--- src/rtl/ata_pio_pkg.sv ---
package ata_pio_pkg;
  typedef enum logic [1:0] {
    PH_IDLE   = 2'd0,
    PH_SETUP  = 2'd1,
    PH_ACTIVE = 2'd2,
    PH_RECOV  = 2'd3
  } phase_e;
endpackage

--- src/rtl/ata_sync2.sv ---
module ata_sync2 #(
  parameter int W = 1,
  parameter logic [W-1:0] RST_VAL = '0
) (
  input  logic         clk,
  input  logic         rst,
  input  logic [W-1:0] d,
  output logic [W-1:0] q
);
  logic [W-1:0] stage1;

  always_ff @(posedge clk) begin
    if (rst) begin
      stage1 <= RST_VAL;
      q      <= RST_VAL;
    end else begin
      stage1 <= d;
      q      <= stage1;
    end
  end
endmodule

--- src/rtl/ata_byte_lane.sv ---
// Width and endianness steering for one data direction.
module ata_byte_lane #(
  parameter int DW = 16
) (
  input  logic [DW-1:0] din,
  input  logic          wide,
  input  logic          swap,
  output logic [DW-1:0] dout
);
  localparam int NB = DW / 8;

  for (genvar b = 0; b < NB; b++) begin : g_lane
    if (b == 0) begin : g_low
      assign dout[7:0] = (wide && swap) ? din[(NB-1)*8 +: 8] : din[7:0];
    end else begin : g_high
      assign dout[b*8 +: 8] = !wide ? 8'h00 :
                              swap  ? din[(NB-1-b)*8 +: 8] : din[b*8 +: 8];
    end
  end
endmodule

--- src/rtl/ata_phase_seq.sv ---
// Three-phase cycle sequencer with a stall on the final active clock.
module ata_phase_seq
  import ata_pio_pkg::*;
#(
  parameter int CNT_W = 8
) (
  input  logic             clk,
  input  logic             rst,
  input  logic             start,
  input  logic             hold,
  input  logic [CNT_W-1:0] setup_len,
  input  logic [CNT_W-1:0] act_len,
  input  logic [CNT_W-1:0] rec_len,
  output phase_e           phase,
  output logic             step_end
);
  logic [CNT_W-1:0] cnt;
  logic [CNT_W-1:0] cur_len;
  logic             at_last;

  always_comb begin
    unique case (phase)
      PH_SETUP:  cur_len = setup_len;
      PH_ACTIVE: cur_len = act_len;
      PH_RECOV:  cur_len = rec_len;
      default:   cur_len = CNT_W'(1);
    endcase
  end

  assign at_last  = (cnt == cur_len - CNT_W'(1));
  assign step_end = (phase != PH_IDLE) && at_last &&
                    !((phase == PH_ACTIVE) && hold);

  always_ff @(posedge clk) begin
    if (rst) begin
      phase <= PH_IDLE;
      cnt   <= '0;
    end else begin
      unique case (phase)
        PH_IDLE: begin
          cnt <= '0;
          if (start) phase <= PH_SETUP;
        end
        default: begin
          if (!at_last) begin
            cnt <= cnt + CNT_W'(1);
          end else if (step_end) begin
            cnt <= '0;
            unique case (phase)
              PH_SETUP:  phase <= PH_ACTIVE;
              PH_ACTIVE: phase <= PH_RECOV;
              default:   phase <= PH_IDLE;
            endcase
          end
        end
      endcase
    end
  end
endmodule

--- src/rtl/ata_pio_timer.sv ---
module ata_pio_timer
  import ata_pio_pkg::*;
#(
  parameter int DW        = 16,
  parameter int AW        = 3,
  parameter int NCS       = 2,
  parameter int SETUP_W   = 4,
  parameter int ACT_W     = 8,
  parameter int REC_W     = 8,
  parameter int CTRL_W    = 8,
  parameter int IORDY_BIT = 1,
  parameter int SWAP_BIT  = 6
) (
  input  logic                    clk,
  input  logic                    rst,
  input  logic                    req_valid,
  input  logic                    req_write,
  input  logic [$clog2(NCS)-1:0]  req_cs,
  input  logic [AW-1:0]           req_addr,
  input  logic                    req_wide,
  input  logic [DW-1:0]           req_wdata,
  input  logic [SETUP_W+ACT_W+REC_W-1:0] cfg_timing,
  input  logic [CTRL_W-1:0]       cfg_ctrl,
  output logic                    busy,
  output logic                    done,
  output logic [DW-1:0]           rdata,
  output logic [NCS-1:0]          ata_cs_n,
  output logic [AW-1:0]           ata_addr,
  output logic                    ata_rd_n,
  output logic                    ata_wr_n,
  output logic                    ata_doe,
  output logic [DW-1:0]           ata_dout,
  input  logic [DW-1:0]           ata_din,
  input  logic                    ata_iordy
);
  localparam int TIM_W     = SETUP_W + ACT_W + REC_W;
  localparam int SETUP_LSB = 0;
  localparam int ACT_LSB   = SETUP_LSB + SETUP_W;
  localparam int REC_LSB   = ACT_LSB + ACT_W;
  localparam int MAX_SA    = (SETUP_W > ACT_W) ? SETUP_W : ACT_W;
  localparam int CNT_W     = (MAX_SA > REC_W) ? MAX_SA : REC_W;

  logic [TIM_W-1:0] lat_tim;
  logic             lat_write, lat_wide, lat_swap, lat_wait_en;
  logic             iordy_s;
  logic             accept, hold, step_end;
  logic             setup_end, active_end, recov_end;
  phase_e           phase;
  logic [CNT_W-1:0] setup_len, act_len, rec_len;
  logic [DW-1:0]    wr_lane, rd_lane;
  logic             ctrl_unused_bits;

  assign ctrl_unused_bits = ^cfg_ctrl;

  // Zero fields become one-clock phases.
  always_comb begin
    setup_len = CNT_W'(lat_tim[SETUP_LSB +: SETUP_W]);
    act_len   = CNT_W'(lat_tim[ACT_LSB +: ACT_W]);
    rec_len   = CNT_W'(lat_tim[REC_LSB +: REC_W]);
    if (setup_len == '0) setup_len = CNT_W'(1);
    if (act_len == '0)   act_len   = CNT_W'(1);
    if (rec_len == '0)   rec_len   = CNT_W'(1);
  end

  ata_sync2 #(.W(1), .RST_VAL(1'b1)) u_rdy_sync (
    .clk (clk), .rst (rst), .d (ata_iordy), .q (iordy_s)
  );

  assign accept = req_valid && !busy;
  assign hold   = lat_wait_en && !iordy_s;

  ata_phase_seq #(.CNT_W(CNT_W)) u_seq (
    .clk       (clk),
    .rst       (rst),
    .start     (accept),
    .hold      (hold),
    .setup_len (setup_len),
    .act_len   (act_len),
    .rec_len   (rec_len),
    .phase     (phase),
    .step_end  (step_end)
  );

  assign setup_end  = step_end && (phase == PH_SETUP);
  assign active_end = step_end && (phase == PH_ACTIVE);
  assign recov_end  = step_end && (phase == PH_RECOV);

  ata_byte_lane #(.DW(DW)) u_wr_lane (
    .din (req_wdata), .wide (req_wide), .swap (cfg_ctrl[SWAP_BIT]), .dout (wr_lane)
  );

  ata_byte_lane #(.DW(DW)) u_rd_lane (
    .din (ata_din), .wide (lat_wide), .swap (lat_swap), .dout (rd_lane)
  );

  always_ff @(posedge clk) begin
    if (rst) begin
      busy        <= 1'b0;
      done        <= 1'b0;
      rdata       <= '0;
      ata_cs_n    <= '1;
      ata_addr    <= '0;
      ata_rd_n    <= 1'b1;
      ata_wr_n    <= 1'b1;
      ata_doe     <= 1'b0;
      ata_dout    <= '0;
      lat_tim     <= '0;
      lat_write   <= 1'b0;
      lat_wide    <= 1'b0;
      lat_swap    <= 1'b0;
      lat_wait_en <= 1'b0;
    end else begin
      done <= 1'b0;
      if (accept) begin
        busy        <= 1'b1;
        lat_tim     <= cfg_timing;
        lat_write   <= req_write;
        lat_wide    <= req_wide;
        lat_swap    <= cfg_ctrl[SWAP_BIT];
        lat_wait_en <= cfg_ctrl[IORDY_BIT];
        ata_cs_n    <= ~(NCS'(1) << req_cs);
        ata_addr    <= req_addr;
        ata_doe     <= req_write;
        if (req_write) ata_dout <= wr_lane;
      end
      if (setup_end) begin
        ata_rd_n <= lat_write;
        ata_wr_n <= !lat_write;
      end
      if (active_end) begin
        ata_rd_n <= 1'b1;
        ata_wr_n <= 1'b1;
        ata_doe  <= 1'b0;
        if (!lat_write) rdata <= rd_lane;
      end
      if (recov_end) begin
        ata_cs_n <= '1;
        busy     <= 1'b0;
        done     <= 1'b1;
      end
    end
  end
endmodule

--- config.mk ---
export PLATFORM = sky130hd
export DESIGN_NAME = ata_pio_timer
export DESIGN_NICKNAME = d
export VERILOG_FILES = /design/src/rtl/ata_pio_pkg.sv /design/src/rtl/ata_sync2.sv /design/src/rtl/ata_byte_lane.sv /design/src/rtl/ata_phase_seq.sv /design/src/rtl/ata_pio_timer.sv
export SDC_FILE = /design/constraint.sdc
export NUM_CORES = 1
export LEC_CHECK = 0
export ABC_AREA = 1
export ABC_CLOCK_PERIOD_IN_PS = 5350
export BUFFER_PORTS_ARGS = -buffer_cell sky130_fd_sc_hd__buf_2
export CORE_MARGIN = 2
export CORE_UTILIZATION = 45
export CTS_BUF_LIST = sky130_fd_sc_hd__clkbuf_4 sky130_fd_sc_hd__clkbuf_8
export CTS_CLUSTER_SIZE = 24
export DETAILED_ROUTE_END_ITERATION = 8
export PLACE_DENSITY = 0.7
export SYNTH_ARGS = -nofsm -noshare
export SYNTH_HDL_FRONTEND = slang
export SYNTH_SLANG_ARGS = --single-unit
--- constraint.sdc ---
create_clock -name clk -period 5.35 [get_ports clk]
set_clock_uncertainty 0.2 [all_clocks]
set_input_delay 1.3375 -clock clk [delete_from_list [all_inputs] [get_ports clk]]
set_output_delay 1.3375 -clock clk [all_outputs]
set_load 0.03 [all_outputs]
; ---- Word level (Yosys, flattened, before mapping)
; Cells that the tools add are included.
[word_totals]
ff_bits = 78
in_bits = 70
output_inout_bits = 42
wordCells = 74
[op_classes]
add_sub_neg = 2
eq_ne = 6
shifts = 1
muxes = 18
n_bitwise = 2
reduce_logical = 27
[op_table]
columns = op, n
row1 = 2-to-1 mux 8 bit, 10
row2 = one-hot mux 8 bit (3 select lines), 1
row3 = logical NOT 8 bit, 2
row4 = logical AND 1 bit, 10
row5 = adder 8 x 1 -> 8 bit (second input constant), 1
row6 = equality test 8 bit, 1
row7 = 2-to-1 mux 2 bit, 4
row8 = subtractor 8 x 1 -> 8 bit (second input constant), 1
row9 = nonzero test 2 bit, 3
row10 = OR reduction 2 bit, 3
row11 = equality test 2 bit (second input constant), 2
row12 = logical NOT 1 bit, 4
row13 = logical NOT 4 bit, 1
row14 = 2-to-1 mux 4 bit, 1
row15 = inequality test 2 bit (second input constant), 2
row16 = one-hot mux 2 bit (2 select lines), 1
row17 = AND reduction 2 bit, 2
row18 = AND reduction 3 bit, 1
row19 = equality test 2 x 1 -> 1 bit (second input constant), 1
row20 = logical NOT 2 bit, 1
row21 = NOT 2 bit, 1
row22 = left shift 1 x 1 -> 2 bit (first input constant), 1
row23 = 2-to-1 mux 1 bit, 1
row24 = NOT 1 bit, 1

; ---- Logic depth before layout (Yosys ltp)
[logic_depth]
ltp_word = 10
mapped_depth = 21
mapped_depth_nobuf = 21

; ---- Modules after synthesis
; A second synthesis with hierarchy kept.
[unflattened]
hier_cells = 697
hier_area_um2 = 4553.1
[modules_own_cells]
columns = module, instances, cells_each, area_per_inst_um2, seq_area_each_um2
row1 = ata_pio_timer, 1, 357, 2597.5, 1321.3
row2 = ata_phase_seq, 1, 193, 1283.7, 200.2
row3 = ata_byte_lane, 2, 70, 306.5, 0.0
row4 = ata_sync2, 1, 7, 58.8, 40.0

; ---- Worst setup path before layout
; OpenSTA, ideal clock, no wires.
[synth_path]
kind = register to register
startpoint = register u_seq.phase[0]
endpoint = register rdata[10]
setup_time_ps = 113
arrival_ps = 2622
required_ps = 5037
slack_ps = 2415
path_stages_with_launch = 20
n_path_buf = 2
period_less_slack_ps = 2935
path_cell_list = dfxtp_1 -> inv_1 -> ha_1 -> buf_6 -> o21ai_2 -> inv_1 -> nor2_4 -> ha_1 -> inv_1 -> a21oi_1 -> nand2_1 -> nand2_1 -> nor2_1 -> nor2_1 -> nand2_2 -> nor2_4 -> nand4_4 -> buf_2 -> nor2_1 -> nor2_1
[synth_between]
elab_chain_cells = 8
elab_cells_between_ends = 13
classes_between = 1 x add/sub / 4 x eq/ne / 1 x mux / 7 x reduce/logical
[synth_lines]
columns = item, line
row1 = "start, declared", ata_phase_seq.sv:14  ; output phase_e phase,
row2 = "start signal, assigned", ata_phase_seq.sv:36  ; phase <= PH_IDLE;
row3 = "start signal, assigned", ata_phase_seq.sv:42  ; if (start) phase <= PH_SETUP;
row4 = "start signal, assigned", ata_phase_seq.sv:50  ; PH_SETUP: phase <= PH_ACTIVE;
row5 = equality test 2 bit (tied with other cells), ata_phase_seq.sv:22  ; unique case (phase)
row6 = one-hot mux 8 bit (3 select lines), ata_phase_seq.sv:22
row7 = subtractor 8 x 1 -> 8 bit, ata_phase_seq.sv:30  ; assign at_last = (cnt == cur_len - CNT_W'(1));
row8 = equality test 8 bit, ata_phase_seq.sv:30
row9 = logical AND 1 bit (2 in a row), ata_phase_seq.sv:31  ; assign step_end = (phase != PH_IDLE) && at_last &&
row10 = logical AND 1 bit (*), ata_pio_timer.sv:85  ; assign active_end = step_end && (phase == PH_ACTIVE);
row11 = AND reduction 2 bit (no source line) (*), -
row12 = "end signal, assigned", ata_pio_timer.sv:134  ; if (!lat_write) rdata <= rd_lane;
row13 = "end, declared", ata_pio_timer.sv:26  ; output logic [DW-1:0] rdata,
; Mark *: on every way between the ends. The rest lies on a longest branch, timed or not.
; A chain may end at the register's enable or synchronous reset.

; ---- Worst setup path after layout
[layout_path]
startpoint = register u_seq.phase[0]
endpoint = register rdata[11]
; The elaborated chain is that of the path after synthesis.

==> results.tsv <==
metric	value	unit
ant_nets	0	
diodes	0	
fin_hold_ws	0.2164	ns
end_kind	flip-flop	
ir_drop	0.0001944	V
tightestPinTransition	1.059	ns
final_cell_area	4825	um^2
grt_pass1_wl	16820	um
cp_slowest_stage_delay	0.41	ns
drv_slew	0	
cts_tree	yes	
drive_above_1_share	0.2104	
critPathTopFamily	simple AND/OR/NAND/NOR gates	
start_util	0.4641	
post_drt_wl_per_cell	11.77	um
nFillCells	862	
worst_path_most_repeated_cell	nand2_1	
yosysSeqAreaShare	0.3858	
clkTransAtPathRegs	0.08	ns
drc_errors	0	
track_usage	0.2068	
fin_ws	1.836	ns
synth_enable_flop_cells	0	
synth_compound_area_frac	0.1478	
dp_hpwl	7308	um
synth_top_cell_area_share	0.3858	
relSlewSlack	0.2912	
critPathLaunchType	flip-flop	
path_cells	inv_1 > ha_1 > o21ai_2 > inv_1 > nor2_4 > ha_1 > inv_1 > a21oi_1 > nand2_1 > nand2_1 > nor2_1 > nor2_1 > nand2_2 > nor2_4 > nand4_4 > nand2_1 > nand2_1 > nor2_1	
synth_most_common_cell	nand2_1	
antenna_found_initial	0	
dp_slack	1.511	ns
yosys.area_share.xor_xnor	0.01267	
fin_setup_tns	0	ns
p_per_area	380.2	nW/um^2
maxCapViolCount	0	
vias	4019	
core	8721	um^2
async_flop_share	0	
critPathArrivalTime	3.58	ns
numCtsBuffers	9	
post_cts_buffers	0	
crit_type	reg2reg	
switching_share	0.3866	
synth_warnings	0	
hold_violations	0	
layout.nets	785	
cts-root-buf	clkbuf_8	
drtIter0Drc	134	
total_power	0.001834	W
status	completed	
synth_cells	613	
synthFlopType	dfxtp_1	
synth_top_family_by_area	simple AND/OR/NAND/NOR gates	
period_share	0.6569	
num_rows	34	
clk_latency	0.34	ns
min_period	3.514	ns
grt.overflow.total	0	
avgSynthCellArea	6.603	um^2
first_global_vias	3805	
synthesis.nets	689	
port_buffers	105	
hp-class	reg2reg	
die_h	98.84	um
synth_cell_types	37	
grt_max_degree	38	
cts_resized	0	
clockBufferDepth	2	
power.switching	0.0007091	W
ios	112	
synth_seq_cells	78	
yosys.area_share.adder	0.01855	
viasPerCell	4.895	
htreeDepth	3	
yosys.area_share.simple	0.3366	
cts_sinks	78	
power_frac_seq	0.354	
required	5.42	ns
crit_fanout	26	
p_int	0.001125	W
synthMuxAreaShare	0	
p_leak	2.517	nW
wl	9662	um
slowest_stage	ha_1	
placed_cell_area	4613	um^2
fmax	284.6	MHz
dieArea	9769	um^2
area_growth	19.20	%
crit_buf_inv	3	
ctsHoldBuffers	0	
synth_area_leaders	dfxtp_1 39%, nand2_1 15%, nor2_1 9.6%	
syn_area	4048	um^2
place_congestion	0.8576	
finalSetupViolCount	0	
rsz0062_at_grt	false	
dieWidth	98.84	um
dr.pass1.iters	4	
p_clk_frac	0.259	
combPwrFrac	0.387	
synth_top_area_cell	dfxtp_1	
synthTopCellsByCount	159 x nand2_1, 103 x nor2_1, 78 x dfxtp_1	
==> power by group through the flow <==
stage	registers, W	clock network (W)	logic, W
5_1_grt	0.000655	0.000515	0.000810
2_1_floorplan	0.000690	0	0.000549
3_5_place_dp	0.000662	0	0.000709
3_3_place_gp	0.000662	0	0.000693
6_report	0.000649	0.000475	0.000710
4_1_cts	0.000650	0.000484	0.000714
==> layout by cell type, fill, tap and decap left out, drive strengths merged <==
| cell type | instances |
|---|---|
| o211ai | 16 |
| a22o | 1 |
| clkinvlp | 1 |
| or2 | 3 |
| buf | 107 |
| and2 | 1 |
| o21bai | 2 |
| nor3 | 2 |
| nand3b | 4 |
| nand3 | 27 |
| nand2 | 168 |
| xor2 | 4 |
| clkinv | 3 |
| inv | 75 |
| bufinv | 2 |
| nor3b | 1 |
| o21ai | 48 |
| a31oi | 1 |
| a21oi | 31 |
| nor2 | 108 |
| xnor2 | 1 |
| clkbuf | 11 |
| ha | 6 |
| nand4 | 7 |
| dfxtp | 78 |
| a211oi | 5 |
==> state kept, by name, indices dropped and copies added, names as in the netlist, 2 cells and up <==
name,cells
ata_dout,16
u_seq.cnt,8
u_seq.phase,2
lat_tim,20
ata_cs_n,2
ata_addr,3
rdata,16
==> stage by stage <==
step,utilization,instances
final,0.5532,821
after global routing,0.5532,821
after CTS,0.5532,821
after detailed placement,0.5290,806
after global placement,0.5290,806
after floorplan,-,613
==> cell type report <==
| class | count | area (um^2) | area share |
|---|---|---|---|
| inverter | 77 | 289.0 | 0.05991 |
| clock inverter | 4 | 72.57 | 0.01504 |
| clock buffer | 11 | 138.9 | 0.02879 |
| sequential | 78 | 1562 | 0.3237 |
| timing repair buffer | 107 | 540.5 | 0.1120 |
| tap | 108 | 135.1 | 0.02801 |
| multi-input combinational | 436 | 2087 | 0.4326 |
==> worst paths after layout <==
kind | cells past startpoint | to | slack (ns) | startpoint
max | 18 | rdata[11]$_SDFFE_PP0P_ | 1.84 | u_seq.phase[0]$_SDFFE_PP0P_
min | 1 | u_rdy_sync.q$_SDFF_PP1_ | 0.22 | u_rdy_sync.stage1$_SDFF_PP1_
max reg2reg | 18 | rdata[11]$_SDFFE_PP0P_ | 1.84 | u_seq.phase[0]$_SDFFE_PP0P_
min reg2reg | 1 | u_rdy_sync.q$_SDFF_PP1_ | 0.22 | u_rdy_sync.stage1$_SDFF_PP1_
==> per-layer routing <==
metal / wire (um) / vias up / track usage / part of all wire
met5: 0 / - / 0 / 0
met2: 4634 / 97 / 0.3534 / 0.48
met1: 4272 / 1788 / 0.2532 / 0.44
met3: 654 / 8 / 0.06738 / 0.068
met4: 100 / 0 / 0.04847 / 0.010
li1: - / 2126 / - / -
==> cells by family (layout without fill, tap and decap cells) <==
group,after synthesis,in the layout
compound gates,104,104
xor+xnor,5,5
fa+ha+maj,6,6
buf+inv,99,199
flops,78,78
simple gates,321,321
(Power assumes the default switching activity.)
